===== config.mk =====
export PLATFORM = sky130hd
export DESIGN_NAME = pwm3_gen
export DESIGN_NICKNAME = d
export VERILOG_FILES = /design/src/rtl/pwm3_pkg.sv /design/src/rtl/pwm3_cfg.sv /design/src/rtl/pwm3_timer.sv /design/src/rtl/pwm3_leg.sv /design/src/rtl/pwm3_gen.sv
export SDC_FILE = /design/constraint.sdc
export NUM_CORES = 1
export LEC_CHECK = 0
export ABC_AREA = 1
export BUFFER_PORTS_ARGS = -buffer_cell sky130_fd_sc_hd__buf_2
export CAP_MARGIN = 20
export CORE_MARGIN = 3
export CORE_UTILIZATION = 70
export CTS_CLUSTER_DIAMETER = 150
export CTS_CLUSTER_SIZE = 28
export DETAILED_ROUTE_END_ITERATION = 10
export PLACE_DENSITY = 0.87
export SLEW_MARGIN = 20
export SYNTH_ARGS = -nofsm -noshare
export SYNTH_HDL_FRONTEND = slang
export SYNTH_SLANG_ARGS = --single-unit

===== constraint.sdc =====
create_clock -name clk -period 9.7 [get_ports clk]
set_clock_uncertainty 0.2 [all_clocks]
set_input_delay 1.94 -clock clk [delete_from_list [all_inputs] [get_ports clk]]
set_output_delay 1.94 -clock clk [all_outputs]
set_load 0.01 [all_outputs]

===== src/rtl/pwm3_pkg.sv =====
package pwm3_pkg;

    localparam int CNT_W  = 12;
    localparam int DT_W   = 7;
    localparam int NPH    = 3;
    localparam int ADDR_W = 3;
    localparam int BND_W  = CNT_W + 3;

    typedef enum logic [ADDR_W-1:0] {
        ADDR_PERIOD = 3'd0,
        ADDR_ON_A   = 3'd1,
        ADDR_ON_B   = 3'd2,
        ADDR_ON_C   = 3'd3,
        ADDR_DEAD   = 3'd4,
        ADDR_DEL    = 3'd5
    } reg_addr_e;

    // One complete setting group, shadow or committed
    typedef struct packed {
        logic [NPH-1:0][CNT_W-1:0] on;
        logic [CNT_W-1:0]          period;
        logic [DT_W-1:0]           dead;
        logic [DT_W-1:0]           del;
    } cfg_t;

    // Per-leg compare thresholds, expressed in doubled count units
    typedef struct packed {
        logic                    full_on;
        logic                    full_off;
        logic signed [BND_W-1:0] m_lo;
        logic signed [BND_W-1:0] m_hi;
        logic signed [BND_W-1:0] c_lo;
        logic signed [BND_W-1:0] c_hi;
    } edges_t;

    localparam edges_t EDGES_IDLE = '{full_on: 1'b0, full_off: 1'b1, default: '0};

    function automatic edges_t calc_edges(
        input logic [CNT_W-1:0] per,
        input logic [CNT_W-1:0] on,
        input logic [DT_W-1:0]  dead,
        input logic [DT_W-1:0]  del
    );
        edges_t                  e;
        logic [DT_W-1:0]         d_even;
        logic signed [BND_W-1:0] p_s;
        logic signed [BND_W-1:0] t_s;
        logic signed [BND_W-1:0] d2_s;
        logic [CNT_W+1:0]        thr;
        d_even     = dead & ~DT_W'(1);
        p_s        = $signed(BND_W'(per));
        t_s        = $signed(BND_W'(on));
        d2_s       = $signed(BND_W'({d_even, 1'b0}));
        thr        = (CNT_W+2)'({d_even, 1'b0}) + (CNT_W+2)'(del);
        e.full_on  = (on >= per);
        e.full_off = !e.full_on && ((on == '0) || ((CNT_W+2)'(on) < thr));
        e.m_lo     = p_s - t_s + d2_s;
        e.m_hi     = p_s + t_s - d2_s;
        e.c_lo     = p_s - t_s;
        e.c_hi     = p_s + t_s;
        return e;
    endfunction

endpackage


===== src/rtl/pwm3_cfg.sv =====
module pwm3_cfg
    import pwm3_pkg::*;
#(
    parameter int RST_PERIOD = 64,
    parameter int MIN_PERIOD = 8
) (
    input  logic              clk,
    input  logic              rst,
    input  logic              wr_en,
    input  logic [ADDR_W-1:0] wr_addr,
    input  logic [CNT_W-1:0]  wr_data,
    input  logic              commit,
    output cfg_t              nxt
);

    localparam cfg_t CFG_RST = '{on: '0, period: CNT_W'(RST_PERIOD), dead: '0, del: '0};
    localparam logic [CNT_W-1:0] PER_MIN = CNT_W'(MIN_PERIOD);

    cfg_t             shadow;
    logic [NPH-1:0]   pend;
    logic [NPH-1:0]   pend_d;
    logic [NPH-1:0]   hit;
    logic [CNT_W-1:0] per_cl;

    always_comb begin
        for (int i = 0; i < NPH; i++) begin
            hit[i] = wr_en && (wr_addr == ADDR_W'(int'(ADDR_ON_A) + i));
        end
        // a complete group is consumed at the commit point; new writes rearm
        pend_d = (commit && (&pend)) ? hit : (pend | hit);
        per_cl = (shadow.period < PER_MIN) ? PER_MIN : shadow.period;
    end

    always_ff @(posedge clk) begin
        if (rst) begin
            shadow <= CFG_RST;
            nxt    <= CFG_RST;
            pend   <= '0;
        end else begin
            pend <= pend_d;
            if (wr_en) begin
                case (reg_addr_e'(wr_addr))
                    ADDR_PERIOD: shadow.period <= wr_data;
                    ADDR_DEAD:   shadow.dead   <= wr_data[DT_W-1:0];
                    ADDR_DEL:    shadow.del    <= wr_data[DT_W-1:0];
                    default:     ;
                endcase
            end
            for (int i = 0; i < NPH; i++) begin
                if (hit[i]) shadow.on[i] <= wr_data;
            end
            if (commit) begin
                nxt.period <= per_cl;
                nxt.dead   <= shadow.dead;
                nxt.del    <= shadow.del;
                if (&pend) nxt.on <= shadow.on;
            end
        end
    end

endmodule


===== src/rtl/pwm3_timer.sv =====
module pwm3_timer
    import pwm3_pkg::*;
#(
    parameter int RST_PERIOD = 64
) (
    input  logic             clk,
    input  logic             rst,
    input  logic [CNT_W-1:0] nxt_period,
    output logic [CNT_W-1:0] cnt,
    output logic             commit,
    output logic             wrap
);

    localparam int LEAD = 4;

    logic [CNT_W-1:0] per_q;

    assign wrap   = (cnt == per_q - CNT_W'(1));
    assign commit = (cnt == per_q - CNT_W'(LEAD));

    always_ff @(posedge clk) begin
        if (rst) begin
            cnt   <= '0;
            per_q <= CNT_W'(RST_PERIOD);
        end else if (wrap) begin
            cnt   <= '0;
            per_q <= nxt_period;
        end else begin
            cnt <= cnt + CNT_W'(1);
        end
    end

endmodule


===== src/rtl/pwm3_leg.sv =====
module pwm3_leg
    import pwm3_pkg::*;
(
    input  logic             clk,
    input  logic             rst,
    input  logic [CNT_W-1:0] period,
    input  logic [CNT_W-1:0] on_time,
    input  logic [DT_W-1:0]  dead,
    input  logic [DT_W-1:0]  del,
    input  logic             wrap,
    input  logic [CNT_W-1:0] cnt,
    output logic             main_q,
    output logic             comp_q
);

    edges_t                  act;
    edges_t                  e_new;
    logic signed [BND_W-1:0] pos2;
    logic                    main_c;
    logic                    comp_c;

    assign e_new = calc_edges(period, on_time, dead, del);
    assign pos2  = $signed(BND_W'({cnt, 1'b0}));

    always_comb begin
        main_c = act.full_on ||
                 (!act.full_off && (pos2 >= act.m_lo) && (pos2 < act.m_hi));
        comp_c = !act.full_on &&
                 (act.full_off || (pos2 < act.c_lo) || (pos2 >= act.c_hi));
    end

    always_ff @(posedge clk) begin
        if (rst) begin
            act    <= EDGES_IDLE;
            main_q <= 1'b0;
            comp_q <= 1'b0;
        end else begin
            if (wrap) act <= e_new;
            main_q <= main_c;
            comp_q <= comp_c;
        end
    end

endmodule


===== src/rtl/pwm3_gen.sv =====
module pwm3_gen
    import pwm3_pkg::*;
#(
    parameter int RST_PERIOD = 64,
    parameter int MIN_PERIOD = 8
) (
    input  logic              clk,
    input  logic              rst,
    input  logic              wr_en,
    input  logic [ADDR_W-1:0] wr_addr,
    input  logic [CNT_W-1:0]  wr_data,
    input  logic              stop,
    output logic [NPH-1:0]    hi_n,
    output logic [NPH-1:0]    lo_n,
    output logic              sync
);

    cfg_t             nxt;
    logic [CNT_W-1:0] cnt;
    logic             commit;
    logic             wrap;
    logic [NPH-1:0]   main_q;
    logic [NPH-1:0]   comp_q;
    logic             sync_q;

    pwm3_cfg #(.RST_PERIOD(RST_PERIOD), .MIN_PERIOD(MIN_PERIOD)) u_cfg (
        .clk(clk), .rst(rst), .wr_en(wr_en), .wr_addr(wr_addr),
        .wr_data(wr_data), .commit(commit), .nxt(nxt)
    );

    pwm3_timer #(.RST_PERIOD(RST_PERIOD)) u_timer (
        .clk(clk), .rst(rst), .nxt_period(nxt.period),
        .cnt(cnt), .commit(commit), .wrap(wrap)
    );

    for (genvar g = 0; g < NPH; g++) begin : g_leg
        pwm3_leg u_leg (
            .clk(clk), .rst(rst), .period(nxt.period), .on_time(nxt.on[g]),
            .dead(nxt.dead), .del(nxt.del), .wrap(wrap), .cnt(cnt),
            .main_q(main_q[g]), .comp_q(comp_q[g])
        );
    end

    always_ff @(posedge clk) begin
        if (rst) sync_q <= 1'b0;
        else     sync_q <= (cnt == '0);
    end

    assign sync = sync_q;
    assign hi_n = ~main_q | {NPH{stop}};
    assign lo_n = ~comp_q | {NPH{stop}};

endmodule


==> flow_summary.toml <==
[timing]
rsz0062_at_grt = "no"
finalHoldViolations = 0
finalSetupViolations = 0
tightest_slew_ns = 1.214
fmax_mhz = 209.0
fin_crit_sh_pct = 49.32
slew_headroom_pct = 18.94
final_max_slew_viol_count = 0
fin_crit_ns = 4.784
setup_tns_ns = 0

[synth]
synth_mux_area_share_pct = 0
synth_cell_type_count = 47
syn-num-nets = 3500
synthFlopType = "dfxtp_1"
synth_cells = 3191
synthXorXnorAreaFrac_pct = 3.284
synth_compound_area_share_pct = 14.41
syn_area_sq_um = 22130
avgSynthCellArea_sq_um = 6.936
yosys_warnings = 0
synth_top_area_share_pct = 28.49
yosysSeqAreaShare_pct = 28.49
synth_simple_gate_area_share_pct = 26.78
synth_top_family_by_area = "simple AND/OR/NAND/NOR gates"
synth_edf_count = 0
synth_top_area_cell = "dfxtp_1"
synth.area.top_cells = "dfxtp_1 28%, ha_1 16%, nand2_1 12%"
synth_fa_ha_area_share_pct = 16.83
yosys_register_bits = 315
async_reset_ff_share_pct = 0

[critical_path]
crit_family = "simple AND/OR/NAND/NOR gates"
crit_chain = "inv_1 > nand2_1 > nand2_1 > nand2_1 > nand3_1 > nor2_1 > nand2_1 > nor2_4 > nand3_4 > nand2_4 > buf_4 > o21ai_0"
crit_buf_inv = 2
crit_type = "reg2reg"
cp_max_fo = 87
slowest_delay_ns = 1.15
slowest_stage = "dfxtp_1"
critPathLaunchType = "flop"
cpMostUsedCell = "nand2_1"
endpoint_kind = "flop"
cp.arrival_ns = 4.96
cp.required_ns = 9.88

[pwr]
p_leak_nw = 11.26
p_per_area_nw_per_um2 = 94.78
vdd_drop_max_mv = 0.1487

[die]
initial_utilization_pct = 71.61
die_h_um = 183.8
die-area_sq_um = 33790
io_pins = 26
rows = 64
core_sq_um = 30910
die_w_um = 183.8

[global_route]
antenna_found_initial = 1
grtUsageMet2_pct = 61.42
grt_usage_pct = 38.95
top_usage_layer = "met2"
grt_max_degree = 116
grt_pass1_wl_um = 104900
met3_usage_pct = 6.351
gr-usage-met1_pct = 52.78
grt-ovfl-total = 0
grt_pass1_vias = 20030

[detailed_routing]
antenna_left = 0
vias = 21450
wl_um = 66880
wl_per_cell_um = 18.82
drt-pass1-iter-count = 8
drcViolationCount = 0
drtIter0Drc = 2332
routed_via_density = 6.036

[clock_network]
clk_path_buf_depth = 3
cts_tree = "yes"
clock-sinks = 315
cts-resized-gates = 0
hold_buffers = 0
cts_made_buffers = 15
clk_pin_slew_ns = 0.11
ctsHtreeMaxLevel = 1
cts_setup_buffers = 0
root_buffer = "clkbuf_16"
clk_latency_ns = 0.54

[cells_and_area]
area_delta_synth_final_pct = 2.962
layout-drive-gt1-share_pct = 4.214
nets = 3464
instances_no_fill = 3553
final_common_cell = "nand2_1"
utilization_pct = 73.73
final_cell_mix = "709 x nand2_1, 457 x inv_1, 392 x nor2_1, 315 x dfxtp_1, 277 x ha_1"
nFillCells = 2548

[min_path]
min_path_type = "reg2reg"

[placed_design]
io_buffers = 25
dpl.cell_count = 3533
place_congestion = 0.9978
place_hpwl_um = 51110

[run]
max_cap_violations = 0

[outcome]
status = "finished clean"
path summary, 6_finish.rpt:
path / depth (start not counted) / start / to / slack [ns]
min: 2 / u_cfg.shadow[57]$_SDFFE_PP0P_ / u_cfg.shadow[57]$_SDFFE_PP0P_ / 0.26
min reg2reg: 2 / u_cfg.shadow[57]$_SDFFE_PP0P_ / u_cfg.shadow[57]$_SDFFE_PP0P_ / 0.26
max reg2reg: 12 / u_timer.cnt[4]$_SDFF_PP0_ / g_leg[0].u_leg.act[3]$_SDFFE_PP0P_ / 4.92
max: 12 / u_timer.cnt[4]$_SDFF_PP0_ / g_leg[0].u_leg.act[3]$_SDFFE_PP0P_ / 4.92
final cells by class:
cell class	instances	area, sq um	area share [%]
antenna	1	2.502	0.01098
clock buffer	15	375.4	1.647
clock inverter	3	36.28	0.1592
inverter	464	1743	7.648
multi-input combinational	2320	13590	59.62
sequential	315	6306	27.67
tap	396	495.5	2.174
timing repair buffer	39	242.7	1.065
metal layers:
metal	wire length, um	share of wire (%)
met3	6473	9.7
met4	3574	5.3
met1	27850	42
met5	13	0.019
met2	28970	43
where the power goes:
part | leakage (nW) | internal, mW | switching, mW
logic | 8.52 | 0.0346 | 0.0779
clock network | 0.202 | 0.290 | 0.440
registers | 2.54 | 1.30 | 0.0130
synth_stat cells (3+ instances only):
library cell  count
nand2_1         709
inv_1           458
nor2_1          392
dfxtp_1         315
ha_1            277
a21oi_1         192
o21ai_0         192
nand3_1         179
nand4_1          58
o22ai_2          50
xor2_1           47
clkbuf_1         46
xnor2_1          36
nor3_1           34
o22ai_1          26
buf_2            20
buf_6            14
fa_1             13
nand3b_1         13
buf_4            11
nor4_1           11
o211ai_1         11
o21bai_1         11
o21a_1            9
a31oi_1           8
a21o_1            6
inv_2             6
o21ai_1           6
or2_2             6
nor2_4            4
o221ai_1          4
a211oi_1          3
a21boi_0          3
nor2_2            3
cells by family (layout without fill, tap and decap cells):
kind of cell | after synthesis | after routing
AOI/OAI and AO/OA | 526 | 526
other | 0 | 1
DFF | 315 | 315
xor gates and xnor gates | 83 | 83
buffers and inverters | 556 | 521
adders and majority gates | 290 | 290
and+or+nand+nor | 1421 | 1421
state kept, by name (all words and copies together), names as in the netlist:
name                flops
u_cfg.pend              3
u_timer.per_q          12
sync                    1
u_timer.cnt            12
g_leg.u_leg.act       159
g_leg.u_leg.comp_q      3
u_cfg.shadow           61
u_cfg.nxt              61
g_leg.u_leg.main_q      3
worst min-delay path: cells and delay by family (launching register included):
kind	cells	cell delay (ns)
buffers and inverters	1	0.05
DFF	1	0.32
AOI/OAI and AO/OA	1	0.05
through the flow:
step | area (sq um) | hold WS (ns) | setup slack (ns) | total power, mW
2_1_floorplan | 22130 | 0.2186 | 5.415 | 1.417
3_3_place_gp | 22350 | 0.2337 | 4.647 | 1.450
3_5_place_dp | 22350 | 0.2366 | 4.536 | 1.455
4_1_cts | 22760 | 0.2518 | 5.017 | 2.155
5_1_grt | 22790 | 0.2769 | 4.578 | 2.218
6_report | 22790 | 0.2554 | 4.916 | 2.160
Note: power is estimated with default switching activity, not from simulation.
